### src/rtl/psw_pkg.sv
package psw_pkg;
    localparam int SR_W      = 16;
    localparam int NFLAGS    = 5;
    localparam int IPL_LO    = 8;
    localparam int IPL_W     = 3;
    localparam int SUP_BIT   = 13;
    localparam int TRACE_BIT = 15;

    localparam logic [SR_W-1:0] FLAG_FIELD = SR_W'((1 << NFLAGS) - 1);
    localparam logic [SR_W-1:0] IPL_FIELD  = SR_W'(((1 << IPL_W) - 1) << IPL_LO);
    localparam logic [SR_W-1:0] SR_MASK    = SR_W'(1 << TRACE_BIT) | SR_W'(1 << SUP_BIT)
                                           | IPL_FIELD | FLAG_FIELD;
    localparam logic [SR_W-1:0] SR_RESET   = SR_W'(1 << SUP_BIT) | IPL_FIELD;

    typedef enum int {
        FLG_CARRY = 0,
        FLG_OVFL  = 1,
        FLG_ZERO  = 2,
        FLG_NEG   = 3,
        FLG_EXT   = 4
    } flag_idx_e;
endpackage

### src/rtl/ccr_merge.sv
module ccr_merge #(
    parameter int NF = 5
) (
    input  logic [NF-1:0] cur,
    input  logic [NF-1:0] alu_we,
    input  logic [NF-1:0] alu_val,
    input  logic          byte_we,
    input  logic [NF-1:0] byte_val,
    output logic [NF-1:0] nxt
);
    // Each flag is resolved on its own; extend has no tie to carry.
    for (genvar i = 0; i < NF; i++) begin : g_flag
        always_comb begin
            if (byte_we)
                nxt[i] = byte_val[i];
            else if (alu_we[i])
                nxt[i] = alu_val[i];
            else
                nxt[i] = cur[i];
        end
    end
endmodule

### src/rtl/priv_gate.sv
module priv_gate (
    input  logic word_we,
    input  logic sup_mode,
    input  logic exc_entry,
    output logic accept,
    output logic violate
);
    always_comb begin
        accept  = word_we &  sup_mode & ~exc_entry;
        violate = word_we & ~sup_mode & ~exc_entry;
    end
endmodule

### src/rtl/sp_bank.sv
module sp_bank #(
    parameter int W = 32
) (
    input  logic         sel_sup,
    input  logic         we,
    input  logic [W-1:0] wdata,
    input  logic [W-1:0] usp_q,
    input  logic [W-1:0] ssp_q,
    output logic [W-1:0] usp_d,
    output logic [W-1:0] ssp_d,
    output logic [W-1:0] active
);
    always_comb begin
        usp_d  = usp_q;
        ssp_d  = ssp_q;
        if (we) begin
            if (sel_sup) ssp_d = wdata;
            else         usp_d = wdata;
        end
        active = sel_sup ? ssp_q : usp_q;
    end
endmodule

### src/rtl/status_word_unit.sv
module status_word_unit
    import psw_pkg::*;
#(
    parameter int SP_W = 32
) (
    input  logic              clk,
    input  logic              rst_n,
    input  logic [NFLAGS-1:0] flag_we,
    input  logic [NFLAGS-1:0] flag_val,
    input  logic              ccr_we,
    input  logic [7:0]        ccr_wdata,
    input  logic              word_we,
    input  logic [SR_W-1:0]   word_wdata,
    input  logic              exc_entry,
    input  logic              sp_we,
    input  logic [SP_W-1:0]   sp_wdata,
    output logic [SR_W-1:0]   status,
    output logic              supervisor,
    output logic [SP_W-1:0]   active_sp,
    output logic [SR_W-1:0]   saved_status,
    output logic              priv_fault
);
    typedef struct packed {
        logic [SR_W-1:0] sr;
        logic [SP_W-1:0] usp;
        logic [SP_W-1:0] ssp;
        logic [SR_W-1:0] saved;
        logic            fault;
    } unit_state_t;

    unit_state_t st_q, st_d;

    logic [NFLAGS-1:0] flags_nxt;
    logic [NFLAGS-1:0] alu_en;
    logic              byte_en;
    logic              word_ok;
    logic              word_bad;
    logic [SP_W-1:0]   usp_nxt;
    logic [SP_W-1:0]   ssp_nxt;
    logic [SP_W-1:0]   sp_sel;

    // A full-word request, granted or refused, suppresses lower requests.
    always_comb begin
        byte_en = ccr_we & ~word_we;
        alu_en  = flag_we & {NFLAGS{~word_we}};
    end

    ccr_merge #(.NF(NFLAGS)) u_ccr (
        .cur      (st_q.sr[NFLAGS-1:0]),
        .alu_we   (alu_en),
        .alu_val  (flag_val),
        .byte_we  (byte_en),
        .byte_val (ccr_wdata[NFLAGS-1:0]),
        .nxt      (flags_nxt)
    );

    priv_gate u_gate (
        .word_we   (word_we),
        .sup_mode  (st_q.sr[SUP_BIT]),
        .exc_entry (exc_entry),
        .accept    (word_ok),
        .violate   (word_bad)
    );

    sp_bank #(.W(SP_W)) u_sp (
        .sel_sup (st_q.sr[SUP_BIT]),
        .we      (sp_we),
        .wdata   (sp_wdata),
        .usp_q   (st_q.usp),
        .ssp_q   (st_q.ssp),
        .usp_d   (usp_nxt),
        .ssp_d   (ssp_nxt),
        .active  (sp_sel)
    );

    always_comb begin
        st_d       = st_q;
        st_d.fault = 1'b0;
        st_d.usp   = usp_nxt;
        st_d.ssp   = ssp_nxt;
        if (exc_entry) begin
            st_d.saved        = st_q.sr;
            st_d.sr[SUP_BIT]  = 1'b1;
        end else if (word_ok) begin
            st_d.sr = word_wdata & SR_MASK;
        end else if (word_bad) begin
            st_d.fault = 1'b1;
        end else begin
            st_d.sr[NFLAGS-1:0] = flags_nxt;
        end
    end

    always_ff @(posedge clk) begin
        if (!rst_n) begin
            st_q.sr    <= SR_RESET;
            st_q.usp   <= '0;
            st_q.ssp   <= '0;
            st_q.saved <= '0;
            st_q.fault <= 1'b0;
        end else begin
            st_q <= st_d;
        end
    end

    always_comb begin
        status       = st_q.sr;
        supervisor   = st_q.sr[SUP_BIT];
        active_sp    = sp_sel;
        saved_status = st_q.saved;
        priv_fault   = st_q.fault;
    end
endmodule

### config.mk
export PLATFORM = sky130hd
export DESIGN_NAME = status_word_unit
export DESIGN_NICKNAME = d
export VERILOG_FILES = /design/src/rtl/psw_pkg.sv /design/src/rtl/ccr_merge.sv /design/src/rtl/priv_gate.sv /design/src/rtl/sp_bank.sv /design/src/rtl/status_word_unit.sv
export SDC_FILE = /design/constraint.sdc
export NUM_CORES = 1
export LEC_CHECK = 0
export ABC_AREA = 1
export BUFFER_PORTS_ARGS = -buffer_cell sky130_fd_sc_hd__buf_4
export CORE_ASPECT_RATIO = 1.25
export CORE_MARGIN = 10
export CORE_UTILIZATION = 50
export DETAILED_ROUTE_END_ITERATION = 8
export PLACE_DENSITY = 0.81
export SYNTH_ARGS = -nofsm -noshare
export SYNTH_HDL_FRONTEND = slang
export SYNTH_SLANG_ARGS = --single-unit
### constraint.sdc
create_clock -name clk -period 1.38 [get_ports clk]
set_input_delay 0.138 -clock clk [delete_from_list [all_inputs] [get_ports clk]]
set_output_delay 0.138 -clock clk [all_outputs]
set_load 0.005 [all_outputs]
==> key figures, run 1 <==
Setup path
  – Req. time, crit path: 1.24 ns
  – CP bufs+invs: 3
  – CP Depth: 5
  – Crit-path cells: inv_8, buf_12, nand2_2, nand2_2, buf_4
  – Max incr delay on CP: 0.43 ns
  – CP top delay family: flip-flops
  – Critical-path maximum fanout: 14
  – Slowest cell on the critical path: dfxtp_4
  – CP most frequent cell: nand2_2
  – Worst Setup End Kind: primary output
  – Worst EP arrival: 1.26 ns
  – R2r worst-path depth: 7
  – Setup CP Type: flop to primary output
  – Setup crit start kind: flop

Timing
  – Fmax: 716 MHz
  – Setup TNS: -0.0271 ns
  – Final hold viol count: 0
  – Post-layout min period: 1.40 ns
  – WHS: 0.0320 ns
  – Period utilization: 1.01
  – Skew final: around 0.008 ns
  – Crit path setup slack, layout: -0.0171 ns
  – Unrepaired setup endpoints after global routing: true
  – Final slew viol count: 0
  – Final setup violating endpoints: 4

Synthesis
  – Main area contributors after synthesis: dfxtp_1 45%, nor2_1 15%, nand2_1 12%
  – Count leader, synth: nor2_1
  – Synthesized area: 0.00382 mm²
  – Share of the synthesized area in the top cell type: 0.445
  – Avg Synthesized Cell Area: 6.82 µm²
  – Synth area leader: dfxtp_1
  – Post-synth EDFFs: 0
  – Post-synth ARST share: 0
  – Post-synth top cells: 151 x nor2_1, 124 x nand2_1, 85 x dfxtp_1
  – #FFs+latches synth: 85
  – Seq/Total Area, Yosys: 0.445
  – Post-Synthesis Cells: 561
  – Library cells used by synthesis: 23
  – Yosys warns: 0
  – Top FF cell, synth: dfxtp_1

Finish
  – Layout Nets: 726
  – Ant diodes: 0
  – Layout cell share with drive strength beyond 1: 0.266
  – Area Growth Syn to Fin: 29.0%
  – Core Util, Final: 0.667
  – Fillers: 666

Floorplanning
  – Initial Util: 0.517
  – Io pins: 138
  – DIE AREA: 0.0116 mm²
  – Num rows: 35
  – Die Ht: 118 µm
  – Core area: 0.00740 mm²
  – Die X: approximately 100 µm

Pwr
  – Clock network fraction of design power: 0.314
  – Cell area power density: 1070 mW/mm²
  – Switching share of power: 0.265
  – Comb pwr share: 0.181
  – Total net switching power: 0.00141 W
  – Peak VDD IR: 0.000690 V
  – Leakage power: ~2.4 nW
  – Overall Power: ~0.0053 W
  – Int Pwr: 0.00390 W
  – Seq pwr share: 0.506

Place
  – Pre-CTS setup slack: roughly 0.17 ns
  – Hpwl dp: approximately 7.5 mm
  – Placer congestion estimate: 0.921
  – Port bufs: 116

Clock tree
  – Root Buffer: clkbuf_8
  – Number of CTS-inserted buffers: 9
  – Clock transition at path regs: 0.08 ns
  – CTS tree: yes
  – Clock Latency Late Sink: 0.34 ns
  – Bufs on Longest Clock Path: 2
  – Htree depth: 3
  – Clk sinks: 85

Min path
  – Hold Crit Class: input port to flop
  – Worst hold stages: 3

Detailed routing
  – Initial drt markers: 288
  – Drt drc: 0
  – First-pass DRT Iterations: 4
  – Via count: 3710
  – Total Routed Length: around 10 mm
  – Antenna Violating Nets Remaining: 0
  – WL/cell: 14.0 µm
  – DR vias/cell: 4.95

Global routing
  – Largest net degree at the start of global routing: 38
  – GRT busiest layer: met2
  – Met1 usage: 0.204
  – First-pass GRT wire length: 17.1 mm
  – Initial antenna violation count: 0
  – Gr usage total: 0.175
  – Number of global-route vias before repair: 3608
  – GR met3 Demand/Resource: 0.0658
  – Grt total ovfl: 0
  – M2 GR Usage: 0.283

Outcome
  – Failing checks: negative setup slack
  – Status: finished with violations

Flow run
  – Max-cap violation count: 0
==> stage by stage <==
step	instances	cell area, µm²
floorplan	572	3860
detailed placement	728	4580
CTS	749	4870
finish	750	4930
global route	750	4930
global placement	728	4580
==> kinds of logic (layout without fill, tap and decap cells) <==
| group | Yosys count | count (layout) | synth area share |
|---|---|---|---|
| other | 1 | 12 | 0.000981 |
| AND/OR/NAND/NOR | 293 | 293 | 0.299 |
| AO/OA/AOI/OAI | 92 | 92 | 0.124 |
| buffers and inverters | 90 | 176 | 0.131 |
| flip-flops | 85 | 85 | 0.445 |
==> placed cells by master, fill, tap and decap left out, types with 2 or more instances in the layout <==
cell type / instances
nand2_1: 105
nand2_2: 20
nand4_1: 5
o21ai_1: 11
buf_6: 2
dlygate4sd3_1: 3
inv_1: 23
clkinv_2: 3
nand3_1: 8
buf_4: 124
a21oi_1: 11
nand2_4: 2
buf_12: 5
conb_1: 12
nor2_1: 151
dfxtp_1: 84
clkbuf_8: 9
o21ai_0: 67
==> cell type report <==
class                           count  area (µm²)  share of cell area
Clock inverter                      5        52.6              0.0107
Clock buffer                       10         128              0.0259
Tap cell                           92         115              0.0233
Multi-Input combinational cell    397        1730               0.350
Timing Repair Buffer              135        1100               0.223
Inverter                           26         108              0.0218
Sequential cell                    85        1710               0.346
==> worst reg2reg max path: stages, from the launching register on <==
cell and delay, ns:
dfxtp_4 0.40, buf_4 0.15, buf_4 0.13, nand3_4 0.12
nand2_1 0.07, nor2_1 0.15, nor2_1 0.08, nor2_1 0.08
==> state kept, by name (all words and copies together), names as in the netlist <==
name / cells
status: 10
st_q: 64
saved_status: 10
priv_fault: 1
==> worst paths after layout <==
kind | from | to | slack, ns
max reg2reg | status[13] | status[1] | 0.15
min | sp_wdata[25] | st_q[42] | 0.03
min reg2reg | st_q[75] | st_q[75] | 0.46
max | status[13] | active_sp[12] | -0.02
==> timing repair <==
item	CTS	global route
hold endpoints to repair	3	0
gates cloned	0	0
buffers inserted	3	1
endpoints found under the setup margin	32	32
resized for setup	19	20
hold buffers	3	0
pin swaps	0	0
==> routing by layer <==
| metal | wire (µm) | vias to the layer above |
|---|---|---|
| met5 | 0 | - |
| met1 | 4460 | 1662 |
| li1 | - | 1890 |
| met3 | 815 | 15 |
| met2 | 5050 | 143 |
| met4 | 161 | 0 |
==> power groups by stage <==
stage | clock network [W] | logic (W) | registers (W)
after floorplan | 0 | 0.000544 | 0.00272
after global placement | 0 | 0.000897 | 0.00273
after detailed placement | 0 | 0.000915 | 0.00274
after CTS | 0.00169 | 0.000948 | 0.00268
after global routing | 0.00181 | 0.00108 | 0.00270
final | 0.00166 | 0.000957 | 0.00268
Power figures use the tool's default switching activity.
==> run 2: changes to the inputs <==
clock period = 1.5 ns   (was 1.38 ns; I/O delays follow)
==> run 2 against run 1 <==
Net effect: the run now ends clean; routed wire length increased by 0.55%; global-route usage increased by 0.13 points; clock-buffer cell count increased by 2; register-to-register slack improved by 0.10 ns; clock power decreased by 4%; utilization decreased by 1.2 points; die area unchanged; via count about the same; first-iteration DRC count decreased by 5.2%; cell count decreased by 0.13%; sequential power decreased by 7.8%; critical path type unchanged.
==> key figures, run 2 (synthesis gave the netlist of run 1 again) <==
Place
  – Port bufs: 116 (unchanged)
  – Placer congestion estimate: 0.943 (+2.4%)
  – Hpwl dp: 7.65 mm (+2.5%)

Clock tree
  – Number of CTS-inserted buffers: 9 (unchanged)
  – Clk sinks: 85 (unchanged)
  – Bufs on Longest Clock Path: 2 (unchanged)
  – Root Buffer: clkbuf_8
  – Htree depth: 3 (unchanged)
  – CTS tree: yes
  – Clock Latency Late Sink: 0.34 ns (about the same)
  – Clock transition at path regs: 0.08 ns (about the same)

Setup path
  – Setup crit start kind: flop
  – Worst Setup End Kind: primary output
  – Setup CP Type: flop to primary output
  – Worst EP arrival: 1.27 ns (about the same)
  – Req. time, crit path: 1.35 ns (+0.11 ns)
  – Critical-path maximum fanout: 12 (-2)

Finish
  – Largest reg by FF count: st_q
  – Ant diodes: 0 (unchanged)
  – Layout Nets: 724 (-0.28%)
  – Commonest non-fill, non-tap cells in the layout: 151 x nor2_1, 126 x buf_4, 124 x nand2_1
  – Area Growth Syn to Fin: 26.7%
  – Commonest non-fill, non-tap cell in the layout: nor2_1
  – Max reg flops: 64 (unchanged)
  – Layout cell share with drive strength beyond 1: 0.236 (-0.0300)

Detailed routing
  – First-pass DRT Iterations: 4 (unchanged)
  – WL/cell: 14.1 µm (+0.69%)
  – DR vias/cell: 4.96 (+0.19%)
  – Via count: 3712 (+0.054%)
  – Total Routed Length: 10.5 mm (+0.55%)
  – Antenna Violating Nets Remaining: 0 (unchanged)
  – Initial drt markers: 273 (-5.2%)
  – Drt drc: 0 (unchanged)

Timing
  – WHS: 0.0152 ns (-0.0168 ns)
  – Final setup violating endpoints: 0 (-4)
  – Skew final: 0.00477 ns (-0.00325 ns)
  – Period utilization: 0.949
  – Final hold viol count: 0 (unchanged)
  – Post-layout min period: 1.42 ns
  – Fmax: approximately 700 MHz
  – Final slew viol count: 0 (unchanged)
  – Unrepaired setup endpoints after global routing: true

Global routing
  – Gr usage total: 0.176 (+0.00128)
  – Largest net degree at the start of global routing: 38 (unchanged)
  – Initial antenna violation count: 0 (unchanged)
  – Grt total ovfl: 0 (unchanged)
  – Number of global-route vias before repair: 3612 (+0.11%)
  – First-pass GRT wire length: 17.3 mm (+1.2%)

Floorplanning
  – Io pins: 138 (unchanged)
  – Core area: 0.00740 mm² (unchanged)
  – Initial Util: 0.517 (unchanged)
  – Die Ht: 118 µm (unchanged)
  – Num rows: 35 (unchanged)
  – DIE AREA: 0.0116 mm² (unchanged)
  – Die X: 98.2 µm (unchanged)

Min path
  – Hold Crit Class: input port to flop

Pwr
  – Leakage power: 2.39 nW (-0.77%)
  – Overall Power: 0.00491 W (-7.4%)
  – Cell area power density: 1010 mW/mm² (-5.7%)
  – Peak VDD IR: 0.000695 V (+0.74%)

Flow run
  – Max-cap violation count: 0 (unchanged)

Outcome
  – Status: complete, no violations
run 2: layout make-up:
type,count,area [µm²]
fillers,694,2560
flip-flops and latches,85,1710
multi-input cells,397,1660
repair buffers,133,1060
clock buffers,12,145
well taps,92,115
inverters,26,105
clock inverters,4,47.5
run 2: metal layers:
metal | part of all wire | GRT usage | wire length (µm)
met1 | 0.42 | 0.208 | 4480
met4 | 0.012 | 0.0485 | 129
met5 | 0 | 0 | 0
met2 | 0.48 | 0.291 | 5090
met3 | 0.080 | 0.0634 | 847
run 2: worst paths after layout:
kind | start | endpoint | slack [ns] | cells after the start
max | status[13] | active_sp[31] | 0.08 | 4
min | word_wdata[9] | status[9] | 0.02 | 3
max reg2reg | status[13] | st_q[19] | 0.25 | 5
min reg2reg | st_q[74] | st_q[74] | 0.45 | 2
run 2: through the flow:
step | area (µm²) | utilization | std cells | setup TNS, ns | setup WS (ns)
final | 4840 | 0.654 | 749 | 0 | 0.0769
after CTS | 4800 | 0.648 | 747 | 0 | 0.00634
after detailed placement | 4580 | 0.619 | 730 | 0 | 0.238
after global routing | 4840 | 0.654 | 749 | -0.0299 | -0.0101
after global placement | 4580 | 0.619 | 730 | 0 | 0.262
after floorplan | 3860 | - | 572 | 0 | 0.369
run 2: power breakdown:
part	leakage (nW)	switching (W)	internal (W)
clock network	0.0964	0.000777	0.000811
registers	0.700	0.0000727	0.00239
logic	1.59	0.000434	0.000422
total	2.39	0.00128	0.00363
run 2: repair_timing:
item,in CTS,in global routing
setup endpoints to repair,24,29
hold buffers,1,0
setup buffers,0,2
gates resized for setup,4,8
cloned,0,0
endpoints found under the hold margin,1,0
run 2: critical path, cell delays in order, from the launching register on:
cell and delay [ns]:
dfxtp_4 0.44, buf_4 0.23, nand2_1 0.08, nand2_1 0.08
buf_4 0.11
==> run 3: changes to the inputs <==
CORE_ASPECT_RATIO = not set   (was 1.25)
SKIP_CTS_REPAIR_TIMING = 1   (was not set)
==> run 3 against run 2 <==
Net effect: critical path depth stayed put; clock-buffer cell count is 2 lower; die area down 0.18%; sequential power hardly changed; largest cell class unchanged.
==> key figures, run 3 (synthesis gave the netlist of run 1 again) <==
Outcome
  – Status: complete, no violations

Detailed routing
  – DR vias/cell: 4.83 (-2.6%)
  – Total Routed Length: 9.95 mm (-5.6%)
  – First-pass DRT Iterations: 4 (unchanged)
  – WL/cell: 13.3 µm (-5.6%)
  – Initial drt markers: 164 (-40%)
  – Via count: 3615 (-2.6%)
  – Antenna Violating Nets Remaining: 0 (unchanged)
  – Drt drc: 0 (unchanged)

Pwr
  – Total net switching power: 0.00131 W (+2.0%)
  – Clock network fraction of design power: 0.393 (+0.069)
  – Seq pwr share: 0.454 (-0.048)
  – Overall Power: 0.00543 W (+11%)
  – Comb pwr share: 0.153 (-0.021)
  – Leakage power: 2.39 nW (+0.30%)
  – Cell area power density: 1120 mW/mm² (+10%)
  – Peak VDD IR: 0.000630 V (-9.4%)
  – Int Pwr: 0.00412 W (+14%)
  – Switching share of power: 0.241 (-0.0204)

Floorplanning
  – Core area: 0.00733 mm² (-0.95%)
  – Initial Util: 0.522 (+0.00494)
  – Io pins: 138 (unchanged)
  – Die Ht: 107 µm (-8.8%)
  – Num rows: 31 (-11%)
  – DIE AREA: 0.0115 mm² (-0.18%)
  – Die X: 107 µm (+9.4%)

Finish
  – Layout Nets: 717 (-0.97%)
  – Finished layout cell area: 0.00487 mm² (+0.57%)
  – Commonest non-fill, non-tap cell in the layout: nor2_1
  – Max reg flops: 64 (unchanged)
  – Layout cell share with drive strength beyond 1: 0.232 (-0.00361)
  – Commonest non-fill, non-tap cells in the layout: 151 x nor2_1, 124 x nand2_1, 120 x buf_4
  – Area Growth Syn to Fin: 27.4%
  – Multi-input logic area: 0.00166 mm² (unchanged)
  – Core Util, Final: 0.664 (+0.0100)
  – Largest reg by FF count: st_q
  – Fillers: 638 (-8.1%)
  – Reg area: 0.00171 mm² (unchanged)
  – Ant diodes: 0 (unchanged)

Timing
  – Fmax: 683 MHz (-2.8%)
  – Skew final: 0.0127 ns (+0.00791 ns)
  – Unrepaired setup endpoints after global routing: true
  – Final setup violating endpoints: 0 (unchanged)
  – Post-layout min period: 1.46 ns (+0.0403 ns)
  – Final hold viol count: 0 (unchanged)
  – Final slew viol count: 0 (unchanged)
  – Period utilization: 0.976 (+0.0269)

Clock tree
  – Htree depth: 3 (unchanged)
  – CTS tree: yes
  – Clock Latency Late Sink: 0.35 ns (about the same)
  – Number of CTS-inserted buffers: 9 (unchanged)
  – Root Buffer: clkbuf_8
  – Clk sinks: 85 (unchanged)
  – Clock transition at path regs: 0.09 ns (about the same)
  – Bufs on Longest Clock Path: 2 (unchanged)

Global routing
  – Number of global-route vias before repair: 3477 (-3.7%)
  – Initial antenna violation count: 0 (unchanged)
  – Grt total ovfl: 0 (unchanged)
  – Gr usage total: 0.168 (-0.00786)
  – Largest net degree at the start of global routing: 43 (+13%)
  – First-pass GRT wire length: 16.0 mm (-7.5%)

Flow run
  – Max-cap violation count: 0 (unchanged)

Setup path
  – Req. time, crit path: 1.35 ns (about the same)
  – Critical-path maximum fanout: 24 (+12)
  – Worst EP arrival: 1.31 ns (+0.04 ns)
  – Setup CP Type: flop to primary output
  – Setup crit start kind: flop
  – Worst Setup End Kind: primary output

Min path
  – Hold Crit Class: input port to flop

Place
  – Placement Cell Area: 0.00458 mm² (-0.19%)
  – Port bufs: 116 (unchanged)
  – Hpwl dp: 7.10 mm (-7.3%)
  – Placer congestion estimate: 0.806 (-15%)
run 3: cell types whose count changed in the layout (fill, tap and decap cells not counted):
cell,before,now
buf_8,1,2
bufinv_16,1,4
clkinv_2,2,1
clkbuf_1,2,0
dlygate4sd3_1,1,0
clkinvlp_4,1,0
buf_4,126,120
clkinv_4,0,1
buf_12,4,3
run 3: worst max-delay path, cell delays in order, from the launching register on:
cell     delay (ns)
dfxtp_4        0.42
buf_8          0.20
nand2_1        0.06
o21ai_1        0.13
buf_4          0.15
run 3: path summary, 6_finish.rpt:
kind / startpoint / to / slack (ns) / cells past startpoint
setup / recovery: status[13] / active_sp[25] / 0.04 / 4
hold / removal: word_wdata[10] / status[10] / 0.0005 / 3
setup reg to reg: status[13] / st_q[25] / 0.28 / 5
hold reg to reg: st_q[76] / st_q[76] / 0.46 / 2
run 3: area by class of cell:
| type | instances | share of cell area |
|---|---|---|
| Sequential cell | 85 | 0.350 |
| Clock buffer | 10 | 0.0283 |
| Multi-Input combinational cell | 397 | 0.341 |
| Clock inverter | 6 | 0.0275 |
| Inverter | 26 | 0.0216 |
| Timing Repair Buffer | 126 | 0.206 |
| Tap cell | 99 | 0.0254 |
run 3: metal layers:
layer  track usage  wire, µm  vias up
met5             0         0        -
met4        0.0639        65        0
met3        0.0575       942        5
met2         0.271      4520      121
met1         0.201      4420     1615
li1              -         -     1874
run 3: power by group through the flow:
| stage | sequential (W) | combinational (W) | clock [W] |
|---|---|---|---|
| 2_1_floorplan | 0.00250 | 0.000500 | 0 |
| 3_3_place_gp | 0.00251 | 0.000815 | 0 |
| 3_5_place_dp | 0.00252 | 0.000830 | 0 |
| 4_1_cts | 0.00247 | 0.000835 | 0.00216 |
| 5_1_grt | 0.00248 | 0.000939 | 0.00226 |
| 6_report | 0.00247 | 0.000830 | 0.00214 |
run 3: stage by stage:
| stage | worst slack [ns] | setup TNS (ns) | cells | hold WS, ns |
|---|---|---|---|---|
| 2_1_floorplan | 0.369 | 0 | 572 | 0.263 |
| 3_3_place_gp | 0.281 | 0 | 733 | 0.357 |
| 3_5_place_dp | 0.249 | 0 | 733 | 0.365 |
| 4_1_cts | -0.111 | -0.765 | 749 | -0.0110 |
| 5_1_grt | -0.0399 | -0.324 | 749 | 0.00354 |
| 6_report | 0.0365 | 0 | 749 | 0.000497 |
